File: src/rtl/rxdma_pkg.sv
// Package rxdma_pkg
// Shared widths, the descriptor layout, the sequencer states and the
// positions of the pending bits for the receive DMA channel.
// Assumes: one byte per transfer, descriptors read in a single cycle.
package rxdma_pkg;

    parameter int PTR_W  = 16;
    parameter int LEN_W  = 12;
    parameter int DATA_W = 8;
    parameter int NPEND  = 5;

    // Pending bit positions inside the 5-bit pending vector (MSB = status bit 31)
    localparam int PB_NORMAL = 4;
    localparam int PB_ERROR  = 3;
    localparam int PB_NRDY   = 2;
    localparam int PB_ABORT  = 1;
    localparam int PB_EARLY  = 0;

    typedef struct packed {
        logic             f;
        logic             i;
        logic             w;
        logic [PTR_W-1:0] ptr;
        logic [LEN_W-1:0] len;
        logic [LEN_W-1:0] cnt;
    } rxdma_desc_t;

    localparam int DESC_W = $bits(rxdma_desc_t);

    typedef enum logic [2:0] {
        ST_IDLE,
        ST_FETCH,
        ST_XFER,
        ST_CLOSE,
        ST_STOP
    } rxdma_state_t;

endpackage

File: src/rtl/rxdma_desc_check.sv
// Module rxdma_desc_check
// Classifies a fetched descriptor: not owned by the channel, or owned but
// malformed (zero length or null buffer pointer).
// Assumes: purely combinational, evaluated in the fetch cycle.
module rxdma_desc_check
    import rxdma_pkg::*;
(
    input  logic             own_f,
    input  logic [PTR_W-1:0] buf_ptr,
    input  logic [LEN_W-1:0] buf_len,
    output logic             not_ready,
    output logic             malformed
);

    // Verdict on the descriptor fields
    always_comb begin
        not_ready = !own_f;
        malformed = (buf_len == '0) || (buf_ptr == '0);
    end

endmodule

File: src/rtl/rxdma_pend_reg.sv
// Module rxdma_pend_reg
// Sticky pending bits with write-1-to-clear, where a hardware set wins
// over a clear in the same cycle, and the masked interrupt output.
// Assumes: at most a few set pulses per cycle, all synchronous.
module rxdma_pend_reg #(
    parameter int N = 5
) (
    input  logic         clk,
    input  logic         rst_n,
    input  logic [N-1:0] hw_set,
    input  logic         sw_wr,
    input  logic [N-1:0] sw_clr,
    input  logic [N-1:0] mask,
    output logic [N-1:0] pend,
    output logic         irq
);

    logic [N-1:0] clr_eff;

    // Clear only takes effect on a write strobe
    always_comb clr_eff = sw_wr ? sw_clr : '0;

    // Pending storage: clear first, then set
    always_ff @(posedge clk) begin
        if (!rst_n) pend <= '0;
        else        pend <= (pend & ~clr_eff) | hw_set;
    end

    // Interrupt is any enabled pending bit
    always_comb irq = |(pend & mask);

endmodule

File: src/rtl/rxdma_seq.sv
// Module rxdma_seq
// Channel sequencer: fetches and checks descriptors, moves peripheral
// bytes to memory, writes back closed descriptors and walks the ring.
// Assumes: descriptor memory returns data in the cycle it is addressed;
// the data memory accepts one byte write per cycle.
module rxdma_seq
    import rxdma_pkg::*;
#(
    parameter int RING_SIZE = 8,
    localparam int IDX_W = (RING_SIZE > 1) ? $clog2(RING_SIZE) : 1
) (
    input  logic              clk,
    input  logic              rst_n,
    input  logic              ctl_en,
    input  logic              ctl_abort,
    input  logic [IDX_W-1:0]  start_idx,
    input  rxdma_desc_t       desc_rdata,
    input  logic              not_ready,
    input  logic              malformed,
    input  logic              rx_valid,
    input  logic [DATA_W-1:0] rx_data,
    input  logic              rx_last,
    output logic              rx_ready,
    output logic [IDX_W-1:0]  desc_addr,
    output logic              desc_we,
    output rxdma_desc_t       desc_wdata,
    output logic              mem_we,
    output logic [PTR_W-1:0]  mem_addr,
    output logic [DATA_W-1:0] mem_wdata,
    output logic [NPEND-1:0]  hw_set,
    output logic              busy,
    output logic              stopped
);

    rxdma_state_t      state;
    logic [IDX_W-1:0]  idx;
    rxdma_desc_t       cur;
    logic [LEN_W-1:0]  cnt;
    logic [NPEND-1:0]  close_vec;
    logic              close_idle;
    logic [LEN_W-1:0]  cnt_inc;
    logic [IDX_W-1:0]  idx_next;

    // Byte path and handshake
    always_comb begin
        rx_ready  = (state == ST_XFER) && !ctl_abort;
        mem_we    = rx_ready && rx_valid;
        mem_addr  = cur.ptr + PTR_W'(cnt);
        mem_wdata = rx_data;
        cnt_inc   = cnt + 1'b1;
    end

    // Descriptor port and ring index successor
    always_comb begin
        desc_addr      = idx;
        desc_we        = (state == ST_CLOSE);
        desc_wdata     = cur;
        desc_wdata.f   = 1'b0;
        desc_wdata.cnt = cnt;
        idx_next       = (cur.w || idx == IDX_W'(RING_SIZE - 1)) ? '0 : idx + 1'b1;
    end

    // Pending-bit set pulses for fetch verdicts and closures
    always_comb begin
        hw_set = '0;
        if (state == ST_FETCH) begin
            if (ctl_abort)      hw_set[PB_ABORT] = 1'b1;
            else if (not_ready) hw_set[PB_NRDY]  = 1'b1;
            else if (malformed) hw_set[PB_ERROR] = 1'b1;
        end else if (state == ST_CLOSE) begin
            hw_set = close_vec;
        end
    end

    // Channel activity flags
    always_comb begin
        busy    = (state == ST_FETCH) || (state == ST_XFER) || (state == ST_CLOSE);
        stopped = (state == ST_STOP);
    end

    // State, ring index, current descriptor and byte counter
    always_ff @(posedge clk) begin
        if (!rst_n) begin
            state      <= ST_IDLE;
            idx        <= '0;
            cur        <= '0;
            cnt        <= '0;
            close_vec  <= '0;
            close_idle <= 1'b0;
        end else begin
            case (state)
                ST_IDLE: begin
                    if (ctl_en && !ctl_abort) begin
                        idx   <= start_idx;
                        state <= ST_FETCH;
                    end
                end
                ST_FETCH: begin
                    if (ctl_abort) begin
                        state <= ST_IDLE;
                    end else if (not_ready || malformed) begin
                        state <= ST_STOP;
                    end else begin
                        cur   <= desc_rdata;
                        cnt   <= '0;
                        state <= ST_XFER;
                    end
                end
                ST_XFER: begin
                    if (ctl_abort) begin
                        close_vec  <= NPEND'(1) << PB_ABORT;
                        close_idle <= 1'b1;
                        state      <= ST_CLOSE;
                    end else if (rx_valid) begin
                        cnt <= cnt_inc;
                        if (cnt_inc == cur.len) begin
                            close_vec  <= cur.i ? (NPEND'(1) << PB_NORMAL) : '0;
                            close_idle <= 1'b0;
                            state      <= ST_CLOSE;
                        end else if (rx_last) begin
                            close_vec  <= cur.i ? (NPEND'(1) << PB_EARLY) : '0;
                            close_idle <= 1'b0;
                            state      <= ST_CLOSE;
                        end
                    end
                end
                ST_CLOSE: begin
                    if (close_idle) begin
                        state <= ST_IDLE;
                    end else begin
                        idx   <= idx_next;
                        state <= ST_FETCH;
                    end
                end
                ST_STOP: begin
                    if (!ctl_en) state <= ST_IDLE;
                end
                default: state <= ST_IDLE;
            endcase
        end
    end

endmodule

File: src/rtl/rxdma_chan.sv
// Module rxdma_chan
// Top of the receive DMA channel: descriptor checker, sequencer and the
// pending/interrupt register, plus assembly of the status word.
// Assumes: control bits are held by software registers outside the block.
module rxdma_chan
    import rxdma_pkg::*;
#(
    parameter int RING_SIZE = 8,
    localparam int IDX_W = (RING_SIZE > 1) ? $clog2(RING_SIZE) : 1
) (
    input  logic              clk,
    input  logic              rst_n,
    input  logic              ctl_en,
    input  logic              ctl_abort,
    input  logic [IDX_W-1:0]  ctl_start_idx,
    input  logic [NPEND-1:0]  irq_mask,
    input  logic              stat_wr,
    input  logic [31:0]       stat_wdata,
    output logic [31:0]       stat_rdata,
    output logic              irq,
    output logic [IDX_W-1:0]  desc_addr,
    input  logic [DESC_W-1:0] desc_rdata,
    output logic              desc_we,
    output logic [DESC_W-1:0] desc_wdata,
    input  logic              rx_valid,
    input  logic [DATA_W-1:0] rx_data,
    input  logic              rx_last,
    output logic              rx_ready,
    input  logic              rx_fifo_empty,
    input  logic              rx_fifo_full,
    output logic              mem_we,
    output logic [PTR_W-1:0]  mem_addr,
    output logic [DATA_W-1:0] mem_wdata
);

    localparam int PAD_W = 32 - NPEND - 3;

    rxdma_desc_t      rd_desc;
    rxdma_desc_t      wb_desc;
    logic             not_ready;
    logic             malformed;
    logic [NPEND-1:0] hw_set;
    logic [NPEND-1:0] pend;
    logic             busy_w;
    logic             stop_w;
    logic             unused_wdata_bits;

    // Type views of the descriptor buses
    always_comb begin
        rd_desc    = rxdma_desc_t'(desc_rdata);
        desc_wdata = wb_desc;
    end

    rxdma_desc_check u_check (
        .own_f     (rd_desc.f),
        .buf_ptr   (rd_desc.ptr),
        .buf_len   (rd_desc.len),
        .not_ready (not_ready),
        .malformed (malformed)
    );

    rxdma_seq #(.RING_SIZE(RING_SIZE)) u_seq (
        .clk        (clk),
        .rst_n      (rst_n),
        .ctl_en     (ctl_en),
        .ctl_abort  (ctl_abort),
        .start_idx  (ctl_start_idx),
        .desc_rdata (rd_desc),
        .not_ready  (not_ready),
        .malformed  (malformed),
        .rx_valid   (rx_valid),
        .rx_data    (rx_data),
        .rx_last    (rx_last),
        .rx_ready   (rx_ready),
        .desc_addr  (desc_addr),
        .desc_we    (desc_we),
        .desc_wdata (wb_desc),
        .mem_we     (mem_we),
        .mem_addr   (mem_addr),
        .mem_wdata  (mem_wdata),
        .hw_set     (hw_set),
        .busy       (busy_w),
        .stopped    (stop_w)
    );

    rxdma_pend_reg #(.N(NPEND)) u_pend (
        .clk    (clk),
        .rst_n  (rst_n),
        .hw_set (hw_set),
        .sw_wr  (stat_wr),
        .sw_clr (stat_wdata[31 -: NPEND]),
        .mask   (irq_mask),
        .pend   (pend),
        .irq    (irq)
    );

    // Status word: pending bits on top, live flags at the bottom
    always_comb begin
        stat_rdata        = {pend, {PAD_W{1'b0}}, busy_w, rx_fifo_full, rx_fifo_empty};
        unused_wdata_bits = ^stat_wdata[31-NPEND:0];
    end

endmodule

File: config.mk
export PLATFORM = sky130hd
export DESIGN_NAME = rxdma_chan
export DESIGN_NICKNAME = d
export VERILOG_FILES = /design/src/rtl/rxdma_pkg.sv /design/src/rtl/rxdma_desc_check.sv /design/src/rtl/rxdma_pend_reg.sv /design/src/rtl/rxdma_seq.sv /design/src/rtl/rxdma_chan.sv
export SDC_FILE = /design/constraint.sdc
export NUM_CORES = 1
export LEC_CHECK = 0
export CORE_MARGIN = 5
export CORE_UTILIZATION = 42
export CTS_CLUSTER_DIAMETER = 30
export DETAILED_ROUTE_END_ITERATION = 6
export PLACE_DENSITY = 0.87
export SLEW_MARGIN = 20
export SYNTH_ARGS = -nofsm -noshare
export SYNTH_HDL_FRONTEND = slang
export SYNTH_SLANG_ARGS = --single-unit
export TNS_END_PERCENT = 5
File: constraint.sdc
create_clock -name clk -period 6.3 [get_ports clk]
set_clock_uncertainty 0.1 [all_clocks]
set_input_delay 0.945 -clock clk [delete_from_list [all_inputs] [get_ports clk]]
set_output_delay 0.945 -clock clk [all_outputs]
set_load 0.05 [all_outputs]
======== After elaboration in Yosys (flattened, before gate mapping) ========
Index checks and enable logic that the tools add are counted.
W data, S select, Z words.
cells by class
  add/subtract/negate cells ............... 3
  eq/ne operators ......................... 15
  muxes and demuxes ....................... 39
  bitwise gates (word level) .............. 6
  reduce and logical (&&, ||, !) cells .... 23
operator list
  cell                     number
  $mux W12                 4
  $mux W3                  12
  $mux W5                  7
  $pmux W12 S2             1
  $add A16 B12 Y16         1
  $logic_not A16 Y1        1
  $pmux W3 S5              1
  $add A12 B1 Y12 const B  1
  $eq A12 B12 Y1           1
  $logic_not A12 Y1        1
  $mux W1                  12
  $ne A2 B2 Y1 const B     6
  $and A5 B5 Y5            2
  $reduce_and A3 Y1        3
  $eq A3 B2 Y1 const B     2
  $eq A3 B3 Y1 const B     2
  $pmux W3 S2              1
  $reduce_bool A2 Y1       3
  $logic_or A1 B1 Y1       5
  $not A5 Y5               1
  $or A5 B5 Y5             1
  $reduce_and A5 Y1        1
  $reduce_or A5 Y1         1
  $ne A4 B4 Y1 const B     1
  other kinds (11)         15
word-level totals
  register bits after elaboration ......... 59
  input port bits ......................... 100
  output and inout port bits .............. 106
  word-level logic and storage cells ...... 96

======== Logic depth before layout (Yosys ltp) ========
Gate-level depths: netlist of the first run.
  depth after elaboration ................. 7
  mapped depth ............................ 10
  mapped depth without buffers ............ 10

======== Modules after synthesis ========
Synthesis of the first run repeated with hierarchy kept, for this count alone.
unflattened totals
  cells, all modules ...................... 488
  area, all modules ....................... 3,751.1 um^2
modules (own cells, without submodules)
  module            instances  cells each  area each (um^2)  seq. area each (um^2)
  rxdma_seq         1          431         3,279.4           1,021.0
  rxdma_chan        1          28          206.4             0.0
  rxdma_pend_reg    1          18          196.4             100.1
  rxdma_desc_check  1          11          68.8              0.0

======== Least setup slack after synthesis of the first run ========
OpenSTA, ideal clock, no wires.
  path kind ............................... reg2out
  from .................................... register u_seq.cnt[2]
  to ...................................... output mem_addr[14]
  arrival time ............................ 3.073 ns
  data required time ...................... 5.255 ns
  slack ................................... 2.182 ns
  stages on the path, launching flop included .. 9
  buffers on the path ..................... 0
  cell sequence ........................... dfxtp_1 -> ha_1 -> nor2b_1 -> o21a_1 -> o21ai_1 -> a211oi_1 -> o41ai_1 -> a21oi_1 -> xor2_1
on the way
  cells in the longest elaborated chain, start to end .. 1
RTL lines
  element                 line              RTL
  start, declared         rxdma_seq.sv:38   logic [LEN_W-1:0] cnt;
  start signal, assigned  rxdma_seq.sv:115  cnt <= cnt_inc;
  $add A16 B12 Y16        rxdma_seq.sv:48   mem_addr = cur.ptr + PTR_W'(cnt);
  end, declared           rxdma_chan.sv:32  output logic [PTR_W-1:0] mem_addr,
No other way between the ends.

======== Worst setup path after layout of the first run ========
  from .................................... register u_seq.cnt[0]
  to ...................................... output mem_addr[14]
Same word-level chain as after synthesis.

==> results of run 1 <==
stage by stage:
stage	hold slack [ps]	instances	setup slack, ps
2_1_floorplan	333	487	2180
3_3_place_gp	363	665	2120
3_5_place_dp	365	665	2120
4_1_cts	388	673	1730
5_1_grt	407	673	1530
6_report	382	673	1750
how the worst max path moves through the flow:
stage,end,start,cells past startpoint,slack (ps)
floorplan,mem_addr[14],u_seq.cnt[2]$_SDFFE_PN0P_,8,2180
global placement,mem_addr[14],u_seq.cnt[2]$_SDFFE_PN0P_,9,2120
detailed placement,mem_addr[14],u_seq.cnt[0]$_SDFFE_PN0P_,11,2120
CTS,mem_addr[14],u_seq.cnt[0]$_SDFFE_PN0P_,11,1730
global route,mem_addr[14],u_seq.cnt[2]$_SDFFE_PN0P_,9,1530
finish,mem_addr[14],u_seq.cnt[0]$_SDFFE_PN0P_,11,1750
routing by layer:
metal	part of all wire (%)	vias up
met4	2.6	0
met3	8.5	30
met1	41	1623
met5	0	-
li1	-	1753
met2	48	160
synth_stat cells (2+ instances only):
cell type / instances / area, um^2
clkbuf_1: 16 / 60.1
dfxtp_1: 56 / 1120
a22oi_1: 5 / 37.5
o21ai_1: 10 / 50.1
o21ai_0: 10 / 50.1
o21a_1: 7 / 52.6
nor4_1: 11 / 68.8
and3_1: 4 / 25.0
nand3_1: 12 / 60.1
nand3b_1: 2 / 15.0
a31oi_1: 2 / 12.5
nor2b_1: 14 / 87.6
xnor2_1: 18 / 158
mux2i_1: 2 / 20.0
a21boi_0: 2 / 15.0
buf_4: 36 / 270
xor2_1: 11 / 96.3
a21oi_1: 16 / 80.1
and2_1: 4 / 25.0
a32oi_1: 2 / 17.5
nor3b_1: 2 / 15.0
a21boi_1: 33 / 248
inv_1: 8 / 30.0
nand2_1: 98 / 368
a22o_1: 2 / 17.5
o31ai_1: 3 / 22.5
nor2_1: 15 / 56.3
nor3_1: 9 / 45.0
ha_1: 15 / 188
nand4_1: 3 / 18.8
nand2b_1: 4 / 25.0
o211a_1: 4 / 40.0
registers in the layout (all words and copies together) (netlist names):
| signal | flops |
|---|---|
| u_pend.pend | 5 |
| u_seq.close_vec | 3 |
| u_seq.cnt | 12 |
| u_seq.desc_addr | 3 |
| u_seq.desc_wdata | 30 |
| u_seq.state | 3 |
where the power goes:
part           switching, W  internal [W]
logic              0.000110     0.0000639
clock network      0.000123     0.0000903
registers        0.00000870      0.000361
kinds of logic (layout without fill, tap and decap cells):
family,count (synthesis),count (layout)
compound gates,108,108
mux,2,2
simple gates,188,188
other cells,1,25
xor+xnor,29,29
fa+ha+maj,16,16
flops,56,56
buf+inv,63,141
worst max-delay path: cells and delay by family, from the launching register on:
family / cells / cell delay (ps)
xor gates and xnor gates: 1 / 160
DFF: 1 / 540
AOI/OAI and AO/OA: 5 / 860
adders and majority gates: 2 / 630
and+or+nand+nor: 1 / 130
buffers and inverters: 2 / 870
final cells by class:
type | instances | area [um^2] | area share, %
sequential | 56 | 1120 | 23.0
tap | 108 | 135 | 2.77
clock buffer | 6 | 82.6 | 1.69
timing repair buffer | 124 | 1230 | 25.3
clock inverter | 2 | 13.8 | 0.282
multi-input combinational | 368 | 2260 | 46.3
inverter | 9 | 33.8 | 0.692
==> impl_metrics.toml, run 1 <==
[status]
status = "finished clean"

[cells_and_area]
final_area_mm2 = 0.00488
layout_common_cells = "clkdlybuf4s50_1 (121), nand2_1 (98), dfxtp_1 (56)"
fin_util_pct = 56.8
num-fill-cells = 744
n_antenna_cell = 0
nets = 680
final_common_cell = "clkdlybuf4s50_1"
syn2layout_area_growth_pct = 33.3
drive_gt1_share_pct = 4.07

[routing]
drc = 0
num_vias = 3566
dr.pass1.iters = 4
vias_per_cell = 5.30
antenna_left = 0
wirelength_mm = 10.7
post_drt_wl_per_cell_um = 15.9
drt_iter0_drc = 128

[setup_path]
path_cells = "ha_1 > inv_1 > fa_1 > nor2b_1 > o21a_1 > o21ai_1 > a211oi_1 > o41ai_1 > a21oi_1 > xor2_1 > clkdlybuf4s50_1"
r2r_slack_ps = 3330
end_kind = "output pin"
r2r_end = "u_seq.cnt[7]$_SDFFE_PN0P_"
reg2reg_depth = 7
slowest_stage = "clkdlybuf4s50_1"
worstPathArrival_ps = 3510
path_class = "reg -> out"
critPathLaunchType = "flop"
required_ps = 5250
cp_max_fo = 8
r2r_start = "u_seq.state[1]$_SDFFE_PN0P_"
slowest_delay_ps = 820

[place]
gp_congestion = 0.866
place_area_mm2 = 0.00478
dp_hpwl_mm = 8.30
portBuffers = 121

[clocking]
cts_hold_buf = 0
clkSinkCount = 56
cts_resized = 0
clk-insertion-delay-late_ps = 320
path_clk_slew_ps = 110
root_buffer = "clkbuf_8"
cts_tree = "built"
h-tree-depth = 2
postCtsSetupBuffers = 0
clock_path_buffers = 2
cts_buffers = 5

[timing]
max_freq_mhz = 220
post-route-period-util_pct = 72.3
drv_slew = 0
setup_viol = 0
tns_ps = 0
slew_headroom_pct = 36.5
period_needed_ps = 4550
rsz0062_at_grt = "false"
worst_pin_slew_ps = 953
final-hold-violation-count = 0

[synthesis]
synth_seq_area_share_pct = 30.6
ys.flop_type = "dfxtp_1"
ys_types = 59
yosysWarningCount = 0
synth-xor-area-share_pct = 6.94
synth_edf_count = 0
synth_compound_area_share_pct = 21.0
synth_area_mm2 = 0.00366
yosys.area_share.adder_pct = 5.68
synth.avg_cell_area_um2 = 7.90
muxShareOfSynthArea_pct = 0.547
syn_inst = 463
synth_top_family_by_area = "simple AND/OR/NAND/NOR gates"
synthSimpleGateAreaFrac_pct = 24.9
synthArstFlopShare_pct = 0
ys_ff_latch = 56

[floorplan]
fp.dieArea_mm2 = 0.0107
die-width_um = 103
die_h_um = 103
ios = 206
core_area_mm2 = 0.00859
fp-row-count = 34
initial_core_util_pct = 42.6

[power_and_ir_drop]
ir_drop_v = 0.0000833
powerDensity_mw_per_mm2 = 155
p_leak_nw = 1.88
finalPower_w = 0.000757

[grt]
grt_max_degree = 57
grt_busiest_layer = "met2"
gr-total-overflow = 0
grt_first_pass_wirelength_mm = 16.5
antenna_found_initial = 0
grt_use_met2_pct = 33.9
grt_pass1_vias = 3446
met1_usage_pct = 23.7
use_met3_pct = 4.49
grt_usage_pct = 19.5

[min_path]
hp-class = "reg -> reg"
hold_end = "u_seq.close_vec[0]$_SDFFE_PN0P_"
whs_path_depth = 1
min_from = "u_seq.close_vec[0]$_SDFFE_PN0P_"

[flow_run]
cap_violations = 0
(Power assumes the default switching activity.)
==> run 2, diff against run 1 <==
- CORE_UTILIZATION: 42 -> 39
- PLACE_DENSITY: 0.87 -> 0.81
- clock period: 6.3 -> 4.7 ns (I/O delays scaled with it)
==> impl_metrics.toml, run 2 (synthesized netlist as in run 1, its figures left out) <==
[routing]
num_vias = 3575
drt_iter0_drc = 169
post_drt_wl_per_cell_um = 15.9
antenna_left = 0
vias_per_cell = 5.29
wirelength_mm = 10.7
dr.pass1.iters = 5
drc = 0

[timing]
final-hold-violation-count = 0
max_freq_mhz = 225
drv_slew = 0
worst_pin_slew_ps = 863
setup_viol = 0
tns_ps = 0
rsz0062_at_grt = "false"
slew_headroom_pct = 42.5
period_needed_ps = 4440
post-route-period-util_pct = 94.5

[cells_and_area]
final_common_cell = "clkdlybuf4s50_1"
nets = 680
syn2layout_area_growth_pct = 33.2
n_antenna_cell = 0
largest_reg_flops = 30
layout_common_cells = "clkdlybuf4s50_1 (121), nand2_1 (98), dfxtp_1 (56)"
drive_gt1_share_pct = 3.72

[setup_path]
path_class = "reg -> out"
required_ps = 3890
end_kind = "output pin"
worstPathArrival_ps = 3640
cp_max_fo = 10
critPathLaunchType = "flop"

[clocking]
cts_resized = 0
clock_path_buffers = 2
h-tree-depth = 2
clk-insertion-delay-late_ps = 310
cts_tree = "built"
root_buffer = "clkbuf_8"
cts_buffers = 5
clkSinkCount = 56
postCtsSetupBuffers = 0
cts_hold_buf = 0
path_clk_slew_ps = 100

[grt]
grt_use_met2_pct = 31.9
gr-total-overflow = 0
grt_usage_pct = 18.5
met1_usage_pct = 22.7
grt_first_pass_wirelength_mm = 17.3
grt_pass1_vias = 3534
grt_busiest_layer = "met2"
antenna_found_initial = 0
grt_max_degree = 42
use_met3_pct = 4.46

[floorplan]
initial_core_util_pct = 39.8
fp.dieArea_mm2 = 0.0114
fp-row-count = 35
ios = 206
die_h_um = 107
core_area_mm2 = 0.00920
die-width_um = 107

[power_and_ir_drop]
powerDensity_mw_per_mm2 = 207
p_leak_nw = 1.88
ir_drop_v = 0.000112
finalPower_w = 0.00101

[place]
portBuffers = 121
gp_congestion = 0.855
dp_hpwl_mm = 8.35

[status]
status = "finished clean"

[flow_run]
cap_violations = 0

[min_path]
hp-class = "reg -> reg"
## run 2: changes by cell type in the layout (fill, tap and decap cells not counted)
| cell | change |
|---|---|
| clkbuf_1 | +2 |
| clkinv_2 | -1 |
| inv_6 | -1 |
## run 2: worst paths after layout
kind / from / end / slack (ps) / depth (start not counted)
worst max register to register: u_seq.state[1]$_SDFFE_PN0P_ / u_seq.cnt[7]$_SDFFE_PN0P_ / 1710 / 7
worst max-delay path: u_seq.cnt[2]$_SDFFE_PN0P_ / mem_addr[12] / 260 / 9
worst min register to register: u_seq.desc_wdata[27]$_SDFFE_PN0P_ / u_seq.desc_wdata[27]$_SDFFE_PN0P_ / 380 / 2
worst min-delay path: u_seq.desc_wdata[27]$_SDFFE_PN0P_ / u_seq.desc_wdata[27]$_SDFFE_PN0P_ / 380 / 2
## run 2: metal layers
layer | vias up | routed length [um]
li1 | 1754 | -
met1 | 1650 | 4660
met2 | 151 | 5080
met3 | 20 | 771
met4 | 0 | 227
met5 | - | 0
## run 2: through the flow
| stage | util (%) | hold WS (ps) | cell area [um^2] | instances | worst slack [ps] |
|---|---|---|---|---|---|
| final | 53.0 | 381 | 4880 | 676 | 260 |
| after floorplan | - | 333 | 3750 | 487 | 822 |
| after CTS | 53.0 | 386 | 4880 | 676 | 252 |
| after detailed placement | 52.0 | 373 | 4790 | 668 | 628 |
| after global placement | 52.0 | 363 | 4790 | 668 | 665 |
| after global routing | 53.0 | 411 | 4880 | 676 | 36.0 |
## run 2: area by class of cell
type / count / area, um^2
clock buffers: 8 / 90.1
repair buffers: 124 / 1230
multi-input cells: 368 / 2260
inverters: 9 / 33.8
fillers: 869 / 4320
flip-flops and latches: 56 / 1120
well taps: 111 / 139
## run 2: power by group
| group | switching (W) | internal, W |
|---|---|---|
| Sequential | 0.0000112 | 0.000484 |
| Clock | 0.000159 | 0.000121 |
| Combinational | 0.000149 | 0.0000857 |
| Total | 0.000319 | 0.000691 |
## run 2: critical path, stage by stage, from the launching register on
cell	delay (ps)
dfxtp_1	570
ha_1	340
nor2b_1	140
o21a_1	180
o21ai_1	260
a211oi_1	130
o41ai_1	560
nand2_1	150
xor2_1	160
clkdlybuf4s50_1	830
